$ cat config.mk
export PLATFORM = sky130hd
export DESIGN_NAME = page_perm_eval
export DESIGN_NICKNAME = d
export VERILOG_FILES = /design/src/rtl/pap_pkg.sv /design/src/rtl/pap_base_prot.sv /design/src/rtl/pap_class_key.sv /design/src/rtl/pap_fault_syn.sv /design/src/rtl/page_perm_eval.sv
export SDC_FILE = /design/constraint.sdc
export NUM_CORES = 1
export LEC_CHECK = 0
export BUFFER_PORTS_ARGS = -buffer_cell sky130_fd_sc_hd__buf_4
export CAP_MARGIN = 20
export CORE_MARGIN = 5
export CORE_UTILIZATION = 35
export DETAILED_ROUTE_END_ITERATION = 12
export PLACE_DENSITY_LB_ADDON = 0.2
export SLEW_MARGIN = 25
export SYNTH_ARGS = -nofsm -noshare
export SYNTH_HDL_FRONTEND = slang
export SYNTH_SLANG_ARGS = --single-unit
$ cat constraint.sdc
create_clock -name clk -period 0.9 [get_ports clk]
set_input_delay 0 -clock clk [delete_from_list [all_inputs] [get_ports clk]]
set_output_delay 0 -clock clk [all_outputs]
set_load 0.02 [all_outputs]
$ cat src/rtl/pap_pkg.sv
package pap_pkg;

  localparam int PERM_W = 3;
  localparam int PB_R   = 0;
  localparam int PB_W   = 1;
  localparam int PB_X   = 2;

  typedef logic [PERM_W-1:0] perm_t;

  typedef enum logic [1:0] {
    ACC_FETCH    = 2'd0,
    ACC_LOAD     = 2'd1,
    ACC_STORE    = 2'd2,
    ACC_LOAD_ALT = 2'd3
  } acc_e;

  // Basic page protection table, indexed by effective key and 3-bit code.
  function automatic perm_t base_table(input logic key, input logic [2:0] code);
    perm_t p;
    p = '0;
    if (!key) begin
      case (code)
        3'd0, 3'd1, 3'd2: p = 3'b111;
        3'd3, 3'd6:       p = 3'b101;
        default:          p = 3'b000;
      endcase
    end else begin
      case (code)
        3'd1, 3'd3: p = 3'b101;
        3'd2:       p = 3'b111;
        default:    p = 3'b000;
      endcase
    end
    return p;
  endfunction

  // Which permission bit an access kind consumes.
  function automatic int unsigned need_idx(input acc_e a);
    case (a)
      ACC_FETCH: return PB_X;
      ACC_STORE: return PB_W;
      default:   return PB_R;
    endcase
  endfunction

  // Mask produced by a 2-bit data class-key field.
  function automatic perm_t data_key_mask(input logic [1:0] fld);
    perm_t m;
    m       = 3'b111;
    m[PB_W] = ~fld[1];
    m[PB_R] = ~fld[0];
    return m;
  endfunction

endpackage

$ cat src/rtl/pap_base_prot.sv
module pap_base_prot
  import pap_pkg::*;
(
  input  logic       user,
  input  logic       key_user,
  input  logic       key_super,
  input  logic [1:0] pp_lo,
  input  logic       pp_hi,
  input  logic       noexec,
  input  logic       guard,
  output logic       eff_key,
  output perm_t      base_perm,
  output perm_t      nx_perm
);

  logic [2:0] code;

  assign eff_key   = user ? key_user : key_super;
  assign code      = {pp_hi, pp_lo};
  assign base_perm = base_table(eff_key, code);

  always_comb begin
    nx_perm = 3'b111;
    if (noexec || guard) nx_perm[PB_X] = 1'b0;
  end

endmodule

$ cat src/rtl/pap_class_key.sv
module pap_class_key
  import pap_pkg::*;
#(
  parameter  int KEY_W  = 5,
  localparam int NKEYS  = 1 << KEY_W,
  localparam int MASK_W = 2 * NKEYS
) (
  input  logic [KEY_W-1:0]  ckey,
  input  logic [MASK_W-1:0] amr,
  input  logic [MASK_W-1:0] iamr,
  input  logic              en,
  input  logic              newer,
  output perm_t             key_perm
);

  logic [1:0]       amr_fld  [NKEYS];
  logic [NKEYS-1:0] iamr_lo;
  logic [NKEYS-1:0] iamr_hi;
  logic [1:0]       sel_fld;
  logic             sel_ix;
  logic             unused_iamr_hi;

  // Key k owns the field starting at bit 2*(NKEYS-1-k): key 0 sits at the top.
  for (genvar g = 0; g < NKEYS; g++) begin : g_fld
    localparam int BASE = 2 * (NKEYS - 1 - g);
    assign amr_fld[g] = amr[BASE +: 2];
    assign iamr_lo[g] = iamr[BASE];
    assign iamr_hi[g] = iamr[BASE + 1];
  end

  assign unused_iamr_hi = ^iamr_hi;
  assign sel_fld        = amr_fld[ckey];
  assign sel_ix         = iamr_lo[ckey];

  always_comb begin
    key_perm = 3'b111;
    if (en) begin
      key_perm = data_key_mask(sel_fld);
      if (newer && sel_ix) key_perm[PB_X] = 1'b0;
    end
  end

endmodule

$ cat src/rtl/pap_fault_syn.sv
module pap_fault_syn
  import pap_pkg::*;
(
  input  acc_e       acc,
  input  perm_t      base_perm,
  input  perm_t      nx_perm,
  input  perm_t      key_perm,
  output perm_t      net_perm,
  output logic       allow,
  output logic       fault,
  output logic [2:0] fetch_syn,
  output logic [2:0] data_syn
);

  int unsigned need;

  assign need     = need_idx(acc);
  assign net_perm = base_perm & nx_perm & key_perm;
  assign allow    = net_perm[need];
  assign fault    = ~allow;

  always_comb begin
    fetch_syn = '0;
    data_syn  = '0;
    if (fault) begin
      if (acc == ACC_FETCH) begin
        // No-execute outranks basic protection; key is reported alongside.
        fetch_syn[0] = ~nx_perm[PB_X];
        fetch_syn[1] = nx_perm[PB_X] & ~base_perm[PB_X];
        fetch_syn[2] = ~key_perm[PB_X];
      end else begin
        data_syn[0] = ~base_perm[need];
        data_syn[1] = (acc == ACC_STORE);
        data_syn[2] = ~key_perm[need];
      end
    end
  end

endmodule

$ cat src/rtl/page_perm_eval.sv
module page_perm_eval
  import pap_pkg::*;
#(
  parameter  int KEY_W  = 5,
  localparam int MASK_W = 2 * (1 << KEY_W)
) (
  input  logic              clk,
  input  logic              rst_n,
  input  logic              req_valid,
  input  logic [1:0]        req_acc,
  input  logic              req_user,
  input  logic              seg_kp,
  input  logic              seg_ks,
  input  logic [1:0]        pte_pp,
  input  logic              pte_pp_hi,
  input  logic              pte_noexec,
  input  logic              pte_guard,
  input  logic [KEY_W-1:0]  pte_ckey,
  input  logic [MASK_W-1:0] amr_val,
  input  logic [MASK_W-1:0] iamr_val,
  input  logic              ckey_en,
  input  logic              newer_arch,
  output logic              rsp_valid,
  output logic [2:0]        rsp_perm,
  output logic              rsp_allow,
  output logic              rsp_fault,
  output logic [2:0]        rsp_fetch_syn,
  output logic [2:0]        rsp_data_syn
);

  acc_e       acc;
  logic       eff_key;
  perm_t      base_perm;
  perm_t      nx_perm;
  perm_t      key_perm;
  perm_t      net_perm;
  logic       allow_c;
  logic       fault_c;
  logic [2:0] fsyn_c;
  logic [2:0] dsyn_c;

  assign acc = acc_e'(req_acc);

  pap_base_prot u_base (
    .user      (req_user),
    .key_user  (seg_kp),
    .key_super (seg_ks),
    .pp_lo     (pte_pp),
    .pp_hi     (pte_pp_hi),
    .noexec    (pte_noexec),
    .guard     (pte_guard),
    .eff_key   (eff_key),
    .base_perm (base_perm),
    .nx_perm   (nx_perm)
  );

  pap_class_key #(.KEY_W(KEY_W)) u_ckey (
    .ckey     (pte_ckey),
    .amr      (amr_val),
    .iamr     (iamr_val),
    .en       (ckey_en),
    .newer    (newer_arch),
    .key_perm (key_perm)
  );

  pap_fault_syn u_syn (
    .acc       (acc),
    .base_perm (base_perm),
    .nx_perm   (nx_perm),
    .key_perm  (key_perm),
    .net_perm  (net_perm),
    .allow     (allow_c),
    .fault     (fault_c),
    .fetch_syn (fsyn_c),
    .data_syn  (dsyn_c)
  );

  always_ff @(posedge clk or negedge rst_n) begin
    if (!rst_n) begin
      rsp_valid     <= 1'b0;
      rsp_perm      <= '0;
      rsp_allow     <= 1'b0;
      rsp_fault     <= 1'b0;
      rsp_fetch_syn <= '0;
      rsp_data_syn  <= '0;
    end else begin
      rsp_valid <= req_valid;
      if (req_valid) begin
        rsp_perm      <= net_perm;
        rsp_allow     <= allow_c;
        rsp_fault     <= fault_c;
        rsp_fetch_syn <= fsyn_c;
        rsp_data_syn  <= dsyn_c;
      end
    end
  end

endmodule

==> reports/results.md <==
* 0 — number of synthesized flops with an enable pin
* 22.6% — Clock power frac
* setup timing — failing checks
* 3 — TritonCTS buffer count
* 10.50 um2 — mean instance size in the synthesized netlist
* 53.4% — part of the power in combinational logic
* 42 — number of distinct library cell variants in the gate-level netlist after synthesis
* 0.8384 — RePlAce Congestion
* sky130_fd_sc_hd__dfrtp_1 — library cell occupying the most area in the post-synthesis netlist
* 0 — antenna cells
* rsp_allow — r2r startpoint
* 1854 — via count
* 98.59% — area overhead of the layout relative to synthesis
* 8 — critical-path maximum fanout
* 0 — number of nets with antenna violations after routing
* 0 — number of antenna violations at the first check in global routing
* -0.3926 ns — Final WS setup
* 61 — starting DRC count in detailed routing
* 19.87% — area fraction of the dominant cell type after synthesis
* 4 — TritonRoute pass-1 iters
* 8355 um — first-pass GRT wire length
* 75.72 um — die span in x
* 0.01362 ns — Hold Slack
* 8 — Finish-stage setup viols
* 0 — Congestion Overflow GR
* 144 — gate count of the mapped netlist
* finished, violations left — run status
* 0.001827 W — cell internal pwr
* 5.267 — routed via count divided by cell count
* 0.24 ns — latest clock arrival within the worst-skew pair
* 1.03 ns — required time of the worst setup path
* 0 — max capacitance violation total
* 18.67% — GRT Overall Usage
* 4583 um — Post-DP HPWL
* 4086 um2 — standard cell core area
* 127 — count of input and output buffers
* 328 — number of filler cells placed in the layout
* 143.6% — final period utilization
* 0 — final count of hold timing violations
* rsp_allow — worst reg2reg path endpoint
* 2 — R2R cell count
* 0 — Slew Viols, Final
* 1924 — vias in the first global route
* 352 — final non-filler cell total
* 1.470 nW — leakage power
* 0.05 ns — Reg clk slew, reported paths
* 23 — Row Count
* 5706 um — wire length after detailed routing
* 75.72 um — y dimension of the die
* 1.42 ns — Worst EP arrival
* 2 — deepest clock path buffer count
* 0 — total DRC errors in the routed layout
* 12 — Clock Sinks
* 0 ns — setup clock skew after layout
* 773.7 MHz — max frequency
* sky130_fd_sc_hd__dfrtp_1, sky130_fd_sc_hd__mux4_2, sky130_fd_sc_hd__mux2i_1, sky130_fd_sc_hd__a22oi_1, sky130_fd_sc_hd__mux4_1 — main area contributors after synthesis
* 67.55% — layout cell share with drive strength beyond 1
* 339 — Placed Cells incl. Taps
* 1511 um2 — post-synthesis cell area
* 0.0007393 W — switching component of the power
* 160 — number of top-level pins
* 100.0% — async set-or-reset flop fraction in the synthesized netlist
* 28.81% — switching fraction of total power
* 81.07% — relative slew slack
* input port to flop — Hold WC Path Type
* 19.87% — Seq/Total Area, Yosys
* 0.2839 ns — actual slew at the worst max-slew pin
* 292 — post-synth net total
* rsp_data_syn[2] — end of the worst hold path
* input port — Worst setup SP type
* 0.12 ns — setup slack of the most critical reg-to-reg path
* 2 — cell count of the worst hold path
* 36.99% — initial standard-cell utilization of the core
* done — TritonCTS clock tree
* flop — category of the worst setup path capture point
* 12 — number of synthesized register bits
* sky130_fd_sc_hd__clkbuf_8 — Root Driver
* 0.0007115 V — Max VDD drop
* yes — RSZ-0062 raised after global routing
* 16.21 um — average wire length per cell after detail routing
* req_valid — Worst Hold Launch
* 1.293 ns — min cycle time layout
* 0.002566 W — overall power of the completed layout
* 16 — maximum number of pins on one net before global-route repair
* 854.9 nW/um2 — Pwr Density
* 24.1% — sequential share of power
* 73.45% — Final Core Density
* 0 — number of warnings printed during yosys synthesis
* 5733 um2 — die area
* input port to flop — Critical Setup Path Class
* 1 — level count of the clock H-tree
* sky130_fd_sc_hd__dfrtp_1 — primary flip-flop cell chosen by synthesis mapping
* 451 — number of nets in the final layout
[worst max path at each step]
| stage | startpoint | end | slack (ns) | cells after the start |
|---|---|---|---|---|
| floorplan | pte_ckey[0] | rsp_perm[1] | -0.59 | 8 |
| global placement | pte_ckey[0] | rsp_fault | -0.72 | 6 |
| detailed placement | pte_ckey[0] | rsp_fault | -0.79 | 6 |
| CTS | pte_ckey[1] | rsp_allow | -0.44 | 7 |
| global route | pte_ckey[1] | rsp_perm[1] | -0.48 | 8 |
| finish | pte_ckey[1] | rsp_allow | -0.39 | 9 |
[critical path, stage by stage]
cell and delay (ns):
sky130_fd_sc_hd__buf_12 0.12, sky130_fd_sc_hd__buf_12 0.14, sky130_fd_sc_hd__mux2i_1 0.14, sky130_fd_sc_hd__a22oi_2 0.19, sky130_fd_sc_hd__a211oi_2 0.09, sky130_fd_sc_hd__buf_4 0.15, sky130_fd_sc_hd__nor4_4 0.30, sky130_fd_sc_hd__a311oi_2 0.08
sky130_fd_sc_hd__o21a_1 0.20
[power groups by stage]
stage	sequential (W)	combinational, W	clock, W
2_1_floorplan	0.000682	0.000510	0
3_3_place_gp	0.000624	0.00118	0
3_5_place_dp	0.000625	0.00119	0
4_1_cts	0.000617	0.00132	0.000596
5_1_grt	0.000625	0.00147	0.000621
6_report	0.000617	0.00137	0.000579
[per-layer routing]
metal  wire length (um)  vias to the layer above  global-route usage, %  share of wire [%]
met3                629                        4                  4.881                 11
met4                 49                        0                  2.524               0.86
met1               2085                      871                  22.23                 37
li1                   -                      890                      -                  -
met5                  0                        -                      0                  0
met2               2942                       89                  34.42                 52
[area by class of cell]
type                            instances  area (um2)  share of cell area (%)
Timing Repair Buffer                  163        1344                   44.77
Sequential cell                        12       300.3                   10.00
Tap cell                               50       62.56                   2.084
Multi-Input combinational cell        116        1214                   40.43
Clock buffer                            4       55.05                   1.834
Inverter                                7       26.28                  0.8754
[kinds of logic after synthesis]
kind of cell,Yosys count,synth area share (%)
compound gates,40,20.03
buf+inv,16,7.864
flops,12,19.87
mux,40,38.82
simple gates,36,13.41
[layout by cell type (no fill, tap or decap), types with 3 or more instances in the layout]
master,count
sky130_fd_sc_hd__a22oi_2,3
sky130_fd_sc_hd__clkbuf_8,4
sky130_fd_sc_hd__mux2_4,3
sky130_fd_sc_hd__inv_1,7
sky130_fd_sc_hd__nor4_4,3
sky130_fd_sc_hd__o21ai_1,4
sky130_fd_sc_hd__nand2b_1,3
sky130_fd_sc_hd__dfrtp_1,12
sky130_fd_sc_hd__a22oi_1,7
sky130_fd_sc_hd__buf_4,152
sky130_fd_sc_hd__nor2b_1,4
sky130_fd_sc_hd__nand2_1,6
sky130_fd_sc_hd__a21oi_1,4
sky130_fd_sc_hd__mux4_2,14
sky130_fd_sc_hd__nor2_1,8
sky130_fd_sc_hd__mux2i_1,22
sky130_fd_sc_hd__buf_12,4
[repair_timing]
item / CTS / global route
gates cloned: 2 / 1
setup buffers: 3 / 3
gates resized for setup: 27 / 8
pin swaps: 15 / 17
setup endpoints to repair: 9 / 10
endpoints found under the hold margin: 13 / 0
hold buffers: 2 / 0
[cells in the mapped netlist (3+ instances only)]
library cell	count
sky130_fd_sc_hd__mux2i_1	23
sky130_fd_sc_hd__o21ai_1	4
sky130_fd_sc_hd__dfrtp_1	12
sky130_fd_sc_hd__a211oi_2	3
sky130_fd_sc_hd__nor2b_1	4
sky130_fd_sc_hd__inv_1	7
sky130_fd_sc_hd__nor2_1	9
sky130_fd_sc_hd__o22ai_1	3
sky130_fd_sc_hd__mux4_2	12
sky130_fd_sc_hd__nand2_1	7
sky130_fd_sc_hd__a21oi_1	5
sky130_fd_sc_hd__mux2_2	3
sky130_fd_sc_hd__nand2b_1	3
sky130_fd_sc_hd__buf_6	4
sky130_fd_sc_hd__a22oi_1	10
[per-stage QoR]
| stage | setup slack [ns] | cell area, um2 | setup TNS, ns |
|---|---|---|---|
| final | -0.3926 | 3002 | -2.564 |
| after floorplan | -0.5891 | 1543 | -3.793 |
| after detailed placement | -0.7922 | 2660 | -6.155 |
| after global placement | -0.7210 | 2660 | -5.816 |
| after global routing | -0.4781 | 3002 | -3.157 |
| after CTS | -0.4366 | 2930 | -2.624 |
[state kept, by name, indices dropped and copies added (netlist names)]
| register | flops |
|---|---|
| rsp_allow | 1 |
| rsp_data_syn | 3 |
| rsp_perm | 3 |
| rsp_fetch_syn | 3 |
| rsp_fault | 1 |
| rsp_valid | 1 |
No activity file was read; power rests on OpenSTA's default activity.
